### src/rtl/sun_window_pkg.sv
package sun_window_pkg;
  typedef enum logic [2:0] {
    ST_GRST  = 3'd0,
    ST_INTEG = 3'd1,
    ST_COLP  = 3'd2,
    ST_ROWP  = 3'd3,
    ST_PLACE = 3'd4,
    ST_TRACK = 3'd5
  } acq_state_e;
endpackage

### src/rtl/profile_edge_finder.sv
module profile_edge_finder #(
  parameter int DIM   = 368,
  parameter int PIX_W = 12,
  localparam int IDX_W = $clog2(DIM),
  localparam int CNT_W = $clog2(DIM + 1)
) (
  input  logic             clk_i,
  input  logic             rst_ni,
  input  logic             clear_i,
  input  logic             en_i,
  input  logic             valid_i,
  input  logic [PIX_W-1:0] data_i,
  input  logic [PIX_W-1:0] thresh_i,
  output logic             done_o,
  output logic             found_o,
  output logic [IDX_W-1:0] first_o,
  output logic [IDX_W-1:0] last_o
);
  logic [CNT_W-1:0] cnt_q;
  logic             take, hit;

  assign done_o = (cnt_q == CNT_W'(DIM));
  assign take   = en_i & valid_i & ~done_o;
  assign hit    = take & (data_i > thresh_i);

  always_ff @(posedge clk_i or negedge rst_ni) begin
    if (!rst_ni) begin
      cnt_q   <= '0;
      found_o <= 1'b0;
      first_o <= '0;
      last_o  <= '0;
    end else if (clear_i) begin
      cnt_q   <= '0;
      found_o <= 1'b0;
      first_o <= '0;
      last_o  <= '0;
    end else if (take) begin
      cnt_q <= cnt_q + 1'b1;
      if (hit) begin
        if (!found_o) first_o <= cnt_q[IDX_W-1:0];
        found_o <= 1'b1;
        last_o  <= cnt_q[IDX_W-1:0];
      end
    end
  end
endmodule

### src/rtl/window_placer.sv
module window_placer #(
  parameter int DIM = 368,
  parameter int WIN = 25,
  localparam int IDX_W = $clog2(DIM),
  localparam int HALF  = WIN / 2,
  localparam int MAXO  = DIM - WIN
) (
  input  logic [IDX_W-1:0] first_i,
  input  logic [IDX_W-1:0] last_i,
  output logic [IDX_W-1:0] origin_o
);
  logic [IDX_W:0]   sum;
  logic [IDX_W-1:0] centre, diff;

  always_comb begin
    sum    = {1'b0, first_i} + {1'b0, last_i};
    centre = sum[IDX_W:1];
    diff   = centre - IDX_W'(HALF);
    if (centre < IDX_W'(HALF))      origin_o = '0;
    else if (diff > IDX_W'(MAXO))   origin_o = IDX_W'(MAXO);
    else                            origin_o = diff;
  end
endmodule

### src/rtl/raster_scanner.sv
module raster_scanner #(
  parameter int DIM = 368,
  parameter int WIN = 25,
  localparam int IDX_W = $clog2(DIM),
  localparam int OFF_W = (WIN > 1) ? $clog2(WIN) : 1
) (
  input  logic             clk_i,
  input  logic             rst_ni,
  input  logic             run_i,
  input  logic [IDX_W-1:0] org_row_i,
  input  logic [IDX_W-1:0] org_col_i,
  output logic             valid_o,
  output logic [IDX_W-1:0] row_o,
  output logic [IDX_W-1:0] col_o,
  output logic             sof_o,
  output logic             eof_o
);
  localparam logic [OFF_W-1:0] LAST = OFF_W'(WIN - 1);
  logic [OFF_W-1:0] r_q, c_q;
  logic             row_end;

  assign row_end = (c_q == LAST);

  always_ff @(posedge clk_i or negedge rst_ni) begin
    if (!rst_ni) begin
      r_q <= '0;
      c_q <= '0;
    end else if (!run_i) begin
      r_q <= '0;
      c_q <= '0;
    end else if (row_end) begin
      c_q <= '0;
      r_q <= (r_q == LAST) ? '0 : r_q + 1'b1;
    end else begin
      c_q <= c_q + 1'b1;
    end
  end

  assign valid_o = run_i;
  assign row_o   = org_row_i + IDX_W'(r_q);
  assign col_o   = org_col_i + IDX_W'(c_q);
  assign sof_o   = run_i & (r_q == '0) & (c_q == '0);
  assign eof_o   = run_i & (r_q == LAST) & row_end;
endmodule

### src/rtl/acq_sequencer.sv
module acq_sequencer
  import sun_window_pkg::*;
#(
  parameter int RST_CYC   = 4,
  parameter int INTEG_CYC = 1000,
  localparam int PH_MAX = (RST_CYC > INTEG_CYC) ? RST_CYC : INTEG_CYC,
  localparam int PH_W   = $clog2(PH_MAX + 1)
) (
  input  logic       clk_i,
  input  logic       rst_ni,
  input  logic       col_done_i,
  input  logic       row_done_i,
  input  logic       spot_found_i,
  input  logic       sun_lost_i,
  output acq_state_e state_o,
  output logic       no_sun_o
);
  acq_state_e      st_q, st_d;
  logic [PH_W-1:0] ph_q;

  always_comb begin
    st_d = st_q;
    unique case (st_q)
      ST_GRST:  if (ph_q == PH_W'(RST_CYC - 1))   st_d = ST_INTEG;
      ST_INTEG: if (ph_q == PH_W'(INTEG_CYC - 1)) st_d = ST_COLP;
      ST_COLP:  if (col_done_i) st_d = ST_ROWP;
      ST_ROWP:  if (row_done_i) st_d = ST_PLACE;
      ST_PLACE: st_d = spot_found_i ? ST_TRACK : ST_GRST;
      ST_TRACK: if (sun_lost_i) st_d = ST_GRST;
      default:  st_d = ST_GRST;
    endcase
  end

  always_ff @(posedge clk_i or negedge rst_ni) begin
    if (!rst_ni) begin
      st_q     <= ST_GRST;
      ph_q     <= '0;
      no_sun_o <= 1'b0;
    end else begin
      st_q <= st_d;
      ph_q <= (st_d != st_q) ? '0 : ph_q + 1'b1;
      if (st_q == ST_PLACE) no_sun_o <= ~spot_found_i;
    end
  end

  assign state_o = st_q;
endmodule

### src/rtl/sun_window_ctrl.sv
module sun_window_ctrl
  import sun_window_pkg::*;
#(
  parameter int DIM       = 368,
  parameter int WIN       = 25,
  parameter int PIX_W     = 12,
  parameter int RST_CYC   = 4,
  parameter int INTEG_CYC = 1000,
  localparam int IDX_W = $clog2(DIM)
) (
  input  logic             clk_i,
  input  logic             rst_ni,
  input  logic [PIX_W-1:0] thresh_i,
  input  logic             prof_valid_i,
  input  logic [PIX_W-1:0] prof_data_i,
  input  logic             sun_lost_i,
  output logic             glob_rst_o,
  output logic             integ_o,
  output logic             col_prof_o,
  output logic             row_prof_o,
  output logic             tracking_o,
  output logic             no_sun_o,
  output logic [IDX_W-1:0] win_row_o,
  output logic [IDX_W-1:0] win_col_o,
  output logic             addr_valid_o,
  output logic [IDX_W-1:0] row_addr_o,
  output logic [IDX_W-1:0] col_addr_o,
  output logic             frame_start_o,
  output logic             frame_end_o
);
  acq_state_e       state;
  logic [1:0]       ax_en, ax_done, ax_found;
  logic [IDX_W-1:0] ax_first [2];
  logic [IDX_W-1:0] ax_last  [2];
  logic [IDX_W-1:0] ax_org   [2];
  logic             spot_found;

  assign ax_en[0] = (state == ST_COLP);
  assign ax_en[1] = (state == ST_ROWP);

  // axis 0: column profile -> column origin, axis 1: row profile -> row origin
  for (genvar ax = 0; ax < 2; ax++) begin : g_axis
    profile_edge_finder #(.DIM(DIM), .PIX_W(PIX_W)) u_find (
      .clk_i   (clk_i),
      .rst_ni  (rst_ni),
      .clear_i (state == ST_GRST),
      .en_i    (ax_en[ax]),
      .valid_i (prof_valid_i),
      .data_i  (prof_data_i),
      .thresh_i(thresh_i),
      .done_o  (ax_done[ax]),
      .found_o (ax_found[ax]),
      .first_o (ax_first[ax]),
      .last_o  (ax_last[ax])
    );
    window_placer #(.DIM(DIM), .WIN(WIN)) u_place (
      .first_i (ax_first[ax]),
      .last_i  (ax_last[ax]),
      .origin_o(ax_org[ax])
    );
  end

  assign spot_found = &ax_found;

  acq_sequencer #(.RST_CYC(RST_CYC), .INTEG_CYC(INTEG_CYC)) u_seq (
    .clk_i       (clk_i),
    .rst_ni      (rst_ni),
    .col_done_i  (ax_done[0]),
    .row_done_i  (ax_done[1]),
    .spot_found_i(spot_found),
    .sun_lost_i  (sun_lost_i),
    .state_o     (state),
    .no_sun_o    (no_sun_o)
  );

  always_ff @(posedge clk_i or negedge rst_ni) begin
    if (!rst_ni) begin
      win_row_o <= '0;
      win_col_o <= '0;
    end else if (state == ST_PLACE && spot_found) begin
      win_col_o <= ax_org[0];
      win_row_o <= ax_org[1];
    end
  end

  assign glob_rst_o = (state == ST_GRST);
  assign integ_o    = (state == ST_INTEG);
  assign col_prof_o = (state == ST_COLP);
  assign row_prof_o = (state == ST_ROWP);
  assign tracking_o = (state == ST_TRACK);

  raster_scanner #(.DIM(DIM), .WIN(WIN)) u_scan (
    .clk_i    (clk_i),
    .rst_ni   (rst_ni),
    .run_i    (tracking_o),
    .org_row_i(win_row_o),
    .org_col_i(win_col_o),
    .valid_o  (addr_valid_o),
    .row_o    (row_addr_o),
    .col_o    (col_addr_o),
    .sof_o    (frame_start_o),
    .eof_o    (frame_end_o)
  );
endmodule

### config.mk
export PLATFORM = sky130hd
export DESIGN_NAME = sun_window_ctrl
export DESIGN_NICKNAME = d
export VERILOG_FILES = /design/src/rtl/sun_window_pkg.sv /design/src/rtl/profile_edge_finder.sv /design/src/rtl/window_placer.sv /design/src/rtl/raster_scanner.sv /design/src/rtl/acq_sequencer.sv /design/src/rtl/sun_window_ctrl.sv
export SDC_FILE = /design/constraint.sdc
export NUM_CORES = 1
export LEC_CHECK = 0
export ABC_CLOCK_PERIOD_IN_PS = 3830
export BUFFER_PORTS_ARGS = -buffer_cell sky130_fd_sc_hd__buf_2
export CORE_MARGIN = 2
export CORE_UTILIZATION = 60
export CTS_CLUSTER_DIAMETER = 100
export DETAILED_ROUTE_END_ITERATION = 6
export HOLD_SLACK_MARGIN = 0.03
export PLACE_DENSITY = 0.81
export REMOVE_ABC_BUFFERS = 1
export SYNTH_ARGS = -nofsm -noshare
export SYNTH_HDL_FRONTEND = slang
export SYNTH_SLANG_ARGS = --single-unit
### constraint.sdc
create_clock -name clk_i -period 3.83 [get_ports clk_i]
set_clock_uncertainty 0.1 [all_clocks]
set_input_delay 0.1915 -clock clk_i [delete_from_list [all_inputs] [get_ports clk_i]]
set_output_delay 0.1915 -clock clk_i [all_outputs]
set_load 0.1 [all_outputs]
==> results of run 1 <==
-- cells in the mapped netlist (all sizes together), types with 5 or more instances --
cell,number
nor3b,5
a21oi,31
ha,51
nand2,45
nor3,9
or2,5
and3,18
nand3,23
o21ai,31
nor2b,10
nand2b,5
nor4,5
o21a,5
mux2i,37
nor2,104
clkbuf,16
inv,52
xor2,24
o21bai,5
a22oi,7
nand4,12
buf,7
xnor2,28
dfrtp,98
a21o,17
o211ai,6
a211oi,10
-- cells by family (layout without fill, tap and decap cells) --
logic type / Yosys count / count (layout) / share of synthesized area [%]
AO/OA/AOI/OAI: 156 / 156 / 16.7
XOR/XNOR: 52 / 52 / 6.75
adder cells (fa/ha/maj): 55 / 55 / 10.6
buffers and inverters: 75 / 148 / 4.47
flip-flops: 98 / 98 / 36.3
multiplexers: 37 / 37 / 5.49
AND/OR/NAND/NOR: 267 / 267 / 19.6
-- state kept, by name, summed over array words and instances, names as in the netlist --
signal and flops:
u_scan.r_q 5, u_seq.state_o 3, g_axis.u_find.first_o 18, win_col_o 9, u_seq.no_sun_o 1, g_axis.u_find.last_o 18
u_scan.c_q 5, g_axis.u_find.cnt_q 18, u_seq.ph_q 10, g_axis.u_find.found_o 2, win_row_o 9
-- final timing paths --
kind	startpoint	endpoint	cells past startpoint
worst max-delay path	g_axis[1].u_find.first_o[2]$_DFFE_PN0P_	win_row_o[3]$_DFFE_PN0P_	12
worst min-delay path	sun_lost_i	u_seq.state_o[2]$_DFF_PN0_	4
worst max register to register	g_axis[1].u_find.first_o[2]$_DFFE_PN0P_	win_row_o[3]$_DFFE_PN0P_	12
worst min register to register	u_seq.ph_q[0]$_DFF_PN0_	u_seq.ph_q[0]$_DFF_PN0_	1
max in group asynchronous	rst_ni	g_axis[0].u_find.last_o[3]$_DFFE_PN0P_	3
min in group asynchronous	rst_ni	g_axis[1].u_find.first_o[4]$_DFFE_PN0P_	2
-- per-layer routing --
layer / routed length [um] / vias up / track usage [%] / part of all wire (%)
li1: - / 2762 / - / -
met1: 6580 / 2703 / 33.1 / 45
met2: 7030 / 188 / 43.2 / 48
met3: 660 / 22 / 3.17 / 4.5
met4: 233 / 0 / 9.04 / 1.6
met5: 0 / - / 0 / 0
-- worst max-delay path, stage by stage, from the launching register on --
cell	delay [ns]
dfrtp_1	0.40
ha_1	0.36
a21oi_1	0.36
and3b_1	0.27
or2_2	0.17
inv_1	0.05
ha_1	0.28
nor4_2	0.34
nand2_1	0.16
nor3_1	0.26
xnor2_1	0.19
o2111ai_1	0.18
a32o_1	0.31
-- report_power, final --
| group | leakage, nW | internal [mW] | total [mW] | switching (mW) |
|---|---|---|---|---|
| registers | 1.35 | 1.08 | 1.14 | 0.0598 |
| logic | 2.25 | 0.109 | 0.399 | 0.290 |
| clock network | 0.0992 | 0.294 | 0.663 | 0.369 |
| total | 3.70 | 1.48 | 2.20 | 0.719 |
-- cell usage in the layout (no fill, tap or decap), drive strengths merged, types with 5 or more instances in the layout --
master	synthesis	layout
o211ai	6	6
buf	7	79
clkbuf	16	12
a21o	17	17
nand2	45	45
nor4	5	5
nand4	12	12
or2	5	5
mux2i	37	37
o21bai	5	5
nor2b	10	10
inv	52	53
o21a	5	5
a211oi	10	10
dfrtp	98	98
nand3	23	23
xor2	24	24
ha	51	51
nand2b	5	5
a21oi	31	31
o21ai	31	31
nor2	104	104
xnor2	28	28
a22oi	7	7
nor3	9	9
nor3b	5	5
and3	18	18
-- through the flow --
step / cell area [um^2] / hold slack [ns] / std cells / utilization, % / TNS, ns
CTS: 7460 / 0.166 / 953 / 68.5 / 0
global route: 7460 / 0.234 / 953 / 68.5 / 0
finish: 7460 / 0.188 / 953 / 68.5 / 0
floorplan: 6640 / -0.204 / 717 / - / -146.75
global placement: 7250 / 0.262 / 936 / 66.6 / 0
detailed placement: 7250 / 0.266 / 936 / 66.6 / 0
-- timing repair --
item	in CTS	in global routing
endpoints found under the hold margin	71	0
gates resized for setup	0	1
hold buffers	1	0
endpoints found under the setup margin	0	1
-- area by class of cell --
cell class | instances | area share, %
Multi-Input combinational cell | 567 | 53.8
Sequential cell | 98 | 32.9
Timing Repair Buffer | 80 | 5.70
Inverter | 52 | 2.62
Tap cell | 140 | 2.35
Clock buffer | 12 | 2.21
Clock inverter | 4 | 0.453
==> results.toml, run 1 <==
[synth]
synth_edf_count = 0
synthArstFlopShare_pct = 100
netlist_instances = 740
yosysTopAreaCell = "dfrtp_1"
synth_ff_type = "dfrtp_1"
synth_cell_types = 75
syn-cell-area_um2 = 6750
ys_ff_latch = 98
avgSynthCellArea_um2 = 9.12
yosysWarnings = 0
yosysTopAreaCellShare_pct = 36.3
synth_area_leaders = "dfrtp_1 36%, ha_1 9.5%, nor2_1 5.8%"
synth-seq-area-share_pct = 36.3

[global_route]
antenna_found_initial = 0
grt.overflow.total = 0
grt_use_total_pct = 25.3
grt_pass1_vias = 5389
grt_pass1_wl_mm = 24.3
grt_max_degree = 73

[power_and_ir_drop]
power.leakage_nw = 3.70
peakVddDrop_uv = 338
power_density_nw_per_um2 = 295
p_total_mw = 2.20

[clocking]
post_cts_buffers = 0
path_clk_slew_ns = 0.09
cts_buffer_depth = 2
cts_buffers = 9
cts.sinks = 98
clk_latency_ns = 0.38
cts_tree = "built"
cts_root_buf = "clkbuf_8"
ctsHtreeMaxLevel = 3

[die]
fp.coreArea_um2 = 10900
num_rows = 38
die_w_um = 110
io_pins = 73
start_util_pct = 62.0
fp.dieArea_um2 = 12100
die_y_um = 110

[timing]
fmax_mhz = 284
final-max-slew-violation-count = 0
finalHoldViolations = 0
rsz0062_at_grt = "false"
min_period_over_period_pct = 92.1
post-route-worst-setup-slack_ns = 0.304
final.min_clock_period_ns = 3.53
timing.slew.headroom_pct = 29.2
finalSetupViolations = 0
tightestPinTransition_ns = 1.06

[outcome]
status = "complete, no violations"

[routing]
drtAntennaViolNets = 0
first_iter_violations = 318
drtPass1Iterations = 5
wl_mm = 14.5
routed_via_density = 5.95
routedWlPerCell_um = 15.2
route.detailed.drc = 0
vias = 5675

[finish]
antenna_cells = 0
regArea_um2 = 2450
synthToLayoutAreaGrowth_pct = 10.6
final_nets = 891
nFillCells = 858
multiInputGateArea_um2 = 4020
drive_above_1_share_pct = 15.9

[place]
dp_hpwl_mm = 11.3
io_buffers = 72
dp_slack_ns = 0.299
place.gp.congestion = 0.915

[hold_path]
hp-class = "input port to register"

[run]
maxCapViolations = 0

[critical_path]
critical_path_class = "register to register"
cp.required_ns = 4.00
crit_fanout = 9
start_kind = "register"
rrSetupSlack_ns = 0.30
cp_data_arrival_time_ns = 3.69
end_kind = "register"
Power figures use the tool's default switching activity.
==> run 2: changes to the inputs <==
--- a/config.mk
+++ b/config.mk
@@ -5,7 +5,7 @@
 export SDC_FILE = /design/constraint.sdc
 export NUM_CORES = 1
 export LEC_CHECK = 0
-export ABC_CLOCK_PERIOD_IN_PS = 3830
+export ABC_CLOCK_PERIOD_IN_PS = 4350
 export BUFFER_PORTS_ARGS = -buffer_cell sky130_fd_sc_hd__buf_2
 export CORE_MARGIN = 2
 export CORE_UTILIZATION = 60
==> constraint.sdc (replaced) <==
create_clock -name clk_i -period 4.35 [get_ports clk_i]
set_clock_uncertainty 0.1 [all_clocks]
set_input_delay 0.2175 -clock clk_i [delete_from_list [all_inputs] [get_ports clk_i]]
set_output_delay 0.2175 -clock clk_i [all_outputs]
set_load 0.1 [all_outputs]
==> results.toml, run 2 (synthesis gave the netlist of run 1 again) <==
[outcome]
status = "complete, no violations"

[power_and_ir_drop]
p_sw_share_pct = 31.7
peakVddDrop_uv = 222
power.leakage_nw = 3.70
seqPwrFrac_pct = 51.8
intPower_mw = 1.32
power_density_nw_per_um2 = 260
p_comb_share_pct = 18.2
clkPwrFrac_pct = 30.0
p_sw_mw = 0.616

[finish]
largestRegisters = "g_axis.u_find.cnt_q: 18 flops, g_axis.u_find.first_o: 18 flops, g_axis.u_find.last_o: 18 flops"
final_cells = 952
final_nets = 891
synthToLayoutAreaGrowth_pct = 10.4
final_cell_mix = "104 x nor2_1, 98 x dfrtp_1, 71 x buf_2, 52 x inv_1, 51 x ha_1"
stdcell_area_um2 = 7450
drive_above_1_share_pct = 15.6
mostFrequentLayoutCell = "nor2_1"
antenna_cells = 0

[die]
die_w_um = 110
die_y_um = 110
fp.coreArea_um2 = 10900
io_pins = 73
num_rows = 38
fp.dieArea_um2 = 12100
start_util_pct = 62.0

[global_route]
grt_pass1_wl_mm = 24.0
grt_use_total_pct = 24.6
antenna_found_initial = 0
grt_pass1_vias = 5361
grt.overflow.total = 0
grt_max_degree = 64

[critical_path]
critical_path_class = "register to register"
path_cells = "and2_1, fa_1, a211oi_1, or2_2, xnor2_1, ha_1, nor4_1, nand2_1, nor3_1, xnor2_1, o2111ai_1, a32o_1"
crit_path_top_delay_cell = "a211oi_1"
cp.required_ns = 4.50
end_kind = "register"
crit_fanout = 9
cp_data_arrival_time_ns = 3.97
start_kind = "register"
critPathMaxStageDelay_ns = 0.47
cpMostUsedCell = "xnor2_1"

[timing]
timing.slew.headroom_pct = 48.3
finalHoldViolations = 0
final.min_clock_period_ns = 3.82
finalSetupViolations = 0
rsz0062_at_grt = "false"
final-max-slew-violation-count = 0
fmax_mhz = 262
tightestPinTransition_ns = 0.776
min_period_over_period_pct = 87.9

[clocking]
clk_latency_ns = 0.36
ctsHtreeMaxLevel = 3
cts_root_buf = "clkbuf_8"
post_cts_buffers = 0
cts_buffer_depth = 2
cts_buffers = 9
cts_tree = "built"
cts.sinks = 98
path_clk_slew_ns = 0.09

[routing]
first_iter_violations = 349
routed_via_density = 5.95
drtAntennaViolNets = 0
vias = 5663
wl_mm = 14.3
routedWlPerCell_um = 15.0
route.detailed.drc = 0
drtPass1Iterations = 5

[place]
place.gp.congestion = 0.902
dpl_cell_area_um2 = 7250
dp_hpwl_mm = 10.9
io_buffers = 72
dp_cells = 936

[run]
maxCapViolations = 0

[hold_path]
hp-class = "input port to register"
## run 2: worst paths after layout
kind | end | startpoint | slack (ns) | depth (start not counted)
worst max-delay path | win_row_o[3]$_DFFE_PN0P_ | g_axis[1].u_find.last_o[0]$_DFFE_PN0P_ | 0.53 | 12
worst min-delay path | u_seq.state_o[2]$_DFF_PN0_ | sun_lost_i | 0.19 | 4
worst max register to register | win_row_o[3]$_DFFE_PN0P_ | g_axis[1].u_find.last_o[0]$_DFFE_PN0P_ | 0.53 | 12
worst min register to register | u_seq.ph_q[0]$_DFF_PN0_ | u_seq.ph_q[0]$_DFF_PN0_ | 0.39 | 1
max in group asynchronous | win_row_o[2]$_DFFE_PN0P_ | rst_ni | 2.80 | 3
min in group asynchronous | u_seq.ph_q[0]$_DFF_PN0_ | rst_ni | 0.35 | 2
## run 2: worst max-delay path, delay by kind of cell, from the launching register on
kind / cells / cell delay, ns
AOI/OAI and AO/OA: 3 / 0.92
xor gates and xnor gates: 2 / 0.29
adders and majority gates: 2 / 0.74
DFF: 1 / 0.41
and+or+nand+nor: 5 / 1.26
## run 2: per-stage QoR
| stage | util [%] | setup slack (ns) | TNS (ns) | total power [mW] | hold slack (ns) |
|---|---|---|---|---|---|
| final | 68.4 | 0.528 | 0 | 1.94 | 0.191 |
| after floorplan | - | -2.29 | -110.40 | 1.26 | -0.178 |
| after CTS | 68.4 | 0.559 | 0 | 1.95 | 0.166 |
| after global placement | 66.6 | 0.758 | 0 | 1.36 | 0.237 |
| after detailed placement | 66.6 | 0.597 | 0 | 1.37 | 0.249 |
| after global routing | 68.4 | 0.333 | 0 | 2.05 | 0.213 |
## run 2: area by class of cell
class	count	area (um^2)
Multi-Input combinational cell	567	4010
Timing Repair Buffer	80	425
Inverter	52	195
Clock inverter	5	53.8
Sequential cell	98	2450
Clock buffer	10	138
Fill cell	855	3440
Tap cell	140	175
## run 2: routing by layer
metal	GRT usage, %	share of wire [%]	vias to the layer above
li1	-	-	2769
met1	33.0	45	2683
met2	41.7	48	191
met3	3.06	5.1	20
met4	7.78	1.2	0
met5	0	0	-
## run 2: power by group through the flow
| stage | registers [mW] | logic, mW | clock network (mW) |
|---|---|---|---|
| 2_1_floorplan | 1.01 | 0.242 | 0 |
| 3_3_place_gp | 1.02 | 0.339 | 0 |
| 3_5_place_dp | 1.02 | 0.352 | 0 |
| 4_1_cts | 1.00 | 0.356 | 0.595 |
| 5_1_grt | 1.01 | 0.397 | 0.634 |
| 6_report | 1.01 | 0.353 | 0.582 |
## run 2: repair_timing
item / 4_1_cts / 5_1_grt
resized for setup: 0 / 0
hold endpoints to repair: 62 / 0
hold buffers: 1 / 0
==> run 3: changes to the inputs <==
--- a/config.mk
+++ b/config.mk
@@ -12,8 +12,9 @@
 export CTS_CLUSTER_DIAMETER = 100
 export DETAILED_ROUTE_END_ITERATION = 6
 export HOLD_SLACK_MARGIN = 0.03
-export PLACE_DENSITY = 0.81
+export PLACE_DENSITY = 0.8
 export REMOVE_ABC_BUFFERS = 1
 export SYNTH_ARGS = -nofsm -noshare
 export SYNTH_HDL_FRONTEND = slang
+export SYNTH_HIERARCHICAL = 1
 export SYNTH_SLANG_ARGS = --single-unit
==> results.toml, run 3 <==
[outcome]
status = "complete, no violations"

[global_route]
antenna_found_initial = 0
grt_pass1_vias = 6429
grt.overflow.total = 0
grt_use_total_pct = 24.3
grt_max_degree = 60
grt_pass1_wl_mm = 29.5

[clocking]
path_clk_slew_ns = 0.07
cts_resized = 0
ctsHtreeMaxLevel = 3
cts_buffer_depth = 2
hold_buffers = 1
post_cts_buffers = 0
cts_buffers = 9
cts.sinks = 98
clk_latency_ns = 0.35
cts_tree = "built"
cts_root_buf = "clkbuf_16"

[finish]
final_nets = 1021
fin_util_pct = 67.5
antenna_cells = 0
drive_above_1_share_pct = 16.3
largestRegisters = "g_axis.u_find/cnt_q: 18 flops, g_axis.u_find/first_o: 18 flops, g_axis.u_find/last_o: 18 flops"
stdcell_area_um2 = 8930
mostFrequentLayoutCell = "dfrtp_1"
final_cell_mix = "98 x dfrtp_1, 71 x buf_2, 63 x ha_1, 59 x nand2b_1, 55 x nor2_1"
synthToLayoutAreaGrowth_pct = 9.41

[critical_path]
end_kind = "register"
path_cells = "and2_1, fa_1, a211o_1, a21oi_1, nor2_1, ha_1, o211a_1, a311oi_1, a21o_1, a22oi_1, or3_1, a31o_1, mux2_4"
start_kind = "register"
crit_buf_inv = 0
critPathMaxStageDelay_ns = 0.42
crit_fanout = 5
critical_path_class = "register to register"
cp_data_arrival_time_ns = 3.91
cp.required_ns = 4.48
crit_path_top_delay_cell = "fa_1"
cp_top_family = "compound AO/OA/AOI/OAI gates"

[timing]
finalHoldViolations = 0
final.min_clock_period_ns = 3.78
final-max-slew-violation-count = 0
tightestPinTransition_ns = 1.16
min_period_over_period_pct = 86.9
rsz0062_at_grt = "false"
fmax_mhz = 265
finalSetupViolations = 0
timing.slew.headroom_pct = 22.4

[synth]
synth_cell_types = 90
synth-seq-area-share_pct = 30.0
yosys.area_share.simple_pct = 22.7
yosysMostFrequentCell = "dfrtp_1"
synth-xor-area-share_pct = 4.18
avgSynthCellArea_um2 = 9.43
yosysTopAreaCellShare_pct = 30.0
synth_ff_type = "dfrtp_1"
netlist_instances = 866
synth_adder_area_share_pct = 10.6
synth_edf_count = 0
yosysWarnings = 6
synth_top_family_by_area = "simple AND/OR/NAND/NOR gates"
syn-cell-area_um2 = 8170
ys_ff_latch = 98
synth_mux_area_share_pct = 7.84
synthTopCellsByCount = "98 x dfrtp_1, 63 x ha_1, 59 x nand2b_1"
synth_compound_area_share_pct = 19.8
synthArstFlopShare_pct = 100
synth_area_leaders = "dfrtp_1 30%, ha_1 9.7%, mux2i_1 4.9%"
yosysTopAreaCell = "dfrtp_1"

[routing]
first_iter_violations = 354
vias = 6706
wl_mm = 16.9
drtPass1Iterations = 7
routedWlPerCell_um = 15.3
routed_via_density = 6.06
route.detailed.drc = 0
drtAntennaViolNets = 0

[power_and_ir_drop]
peakVddDrop_uv = 378
p_total_mw = 2.87
p_sw_share_pct = 38.8
clkPwrFrac_pct = 30.3
power_density_nw_per_um2 = 321
seqPwrFrac_pct = 37.4
intPower_mw = 1.76
p_sw_mw = 1.11
p_comb_share_pct = 32.3
power.leakage_nw = 4.44

[die]
die_y_um = 121
fp.dieArea_um2 = 14600
io_pins = 73
fp.coreArea_um2 = 13200
num_rows = 42
start_util_pct = 61.7
die_w_um = 121

[place]
io_buffers = 72
dp_hpwl_mm = 12.5
dpl_cell_area_um2 = 8600
place.gp.congestion = 0.869

[hold_path]
hp-class = "input port to register"

[run]
maxCapViolations = 0
==> run 3: cell type report <==
| class | count | area (um^2) |
|---|---|---|
| clock buffer | 10 | 239 |
| inverter | 47 | 176 |
| clock inverter | 5 | 85.1 |
| fill | 1082 | 4310 |
| tap | 176 | 220 |
| timing repair buffer | 80 | 425 |
| multi-input combinational | 690 | 5340 |
| sequential | 98 | 2450 |
==> run 3: metal layers <==
| layer | track usage [%] | vias to the layer above | wire [um] |
|---|---|---|---|
| met2 | 40.5 | 187 | 7850 |
| met3 | 4.48 | 22 | 801 |
| met4 | 6.90 | 0 | 223 |
| met5 | 0 | - | 0 |
| li1 | - | 3331 | - |
| met1 | 32.5 | 3166 | 8060 |
==> run 3: worst paths after layout <==
kind | start | endpoint | slack, ns | cells past startpoint
max | g_axis[0].u_find/first_o[0]$_DFFE_PN0P_ | win_col_o[4]$_DFFE_PN0P_ | 0.57 | 13
min | sun_lost_i | u_seq/state_o[2]$_DFF_PN0_ | 0.25 | 4
max reg2reg | g_axis[0].u_find/first_o[0]$_DFFE_PN0P_ | win_col_o[4]$_DFFE_PN0P_ | 0.57 | 13
min reg2reg | u_seq/no_sun_o$_DFFE_PN0N_ | u_seq/no_sun_o$_DFFE_PN0N_ | 0.39 | 2
max in group asynchronous | rst_ni | g_axis[0].u_find/last_o[7]$_DFFE_PN0P_ | 2.79 | 3
min in group asynchronous | rst_ni | g_axis[1].u_find/cnt_q[5]$_DFFE_PN0P_ | 0.36 | 2
==> run 3: cell families (layout without fill, tap and decap cells) <==
logic type | Yosys count | in the layout
AND/OR/NAND/NOR | 325 | 325
flip-flops | 98 | 98
AO/OA/AOI/OAI | 201 | 201
multiplexers | 58 | 58
adder cells (fa/ha/maj) | 67 | 67
XOR/XNOR | 39 | 39
buffers and inverters | 78 | 142
==> run 3: worst register-to-register path, cell delays in order, from the launching register on <==
cell	delay, ns
dfrtp_1	0.41
and2_1	0.18
fa_1	0.42
a211o_1	0.32
a21oi_1	0.16
nor2_1	0.10
ha_1	0.27
o211a_1	0.13
a311oi_1	0.38
a21o_1	0.22
a22oi_1	0.09
or3_1	0.38
a31o_1	0.25
mux2_4	0.26
==> run 3: power by group through the flow <==
stage               clock network, mW  registers, mW  logic [mW]
floorplan                           0           1.23       0.614
global placement                    0           1.09       0.920
detailed placement                  0           1.09       0.931
CTS                             0.886           1.07       0.931
global route                    0.927           1.09       0.990
finish                          0.868           1.07       0.927
==> run 3: through the flow <==
stage | hold WS (ns) | setup TNS (ns) | worst slack, ns | instances
global route | 0.279 | 0 | 0.315 | 1106
finish | 0.246 | 0 | 0.571 | 1106
floorplan | -0.178 | -82.41 | -1.52 | 835
CTS | 0.227 | 0 | 0.633 | 1106
global placement | 0.222 | 0 | 0.775 | 1090
detailed placement | 0.226 | 0 | 0.692 | 1090
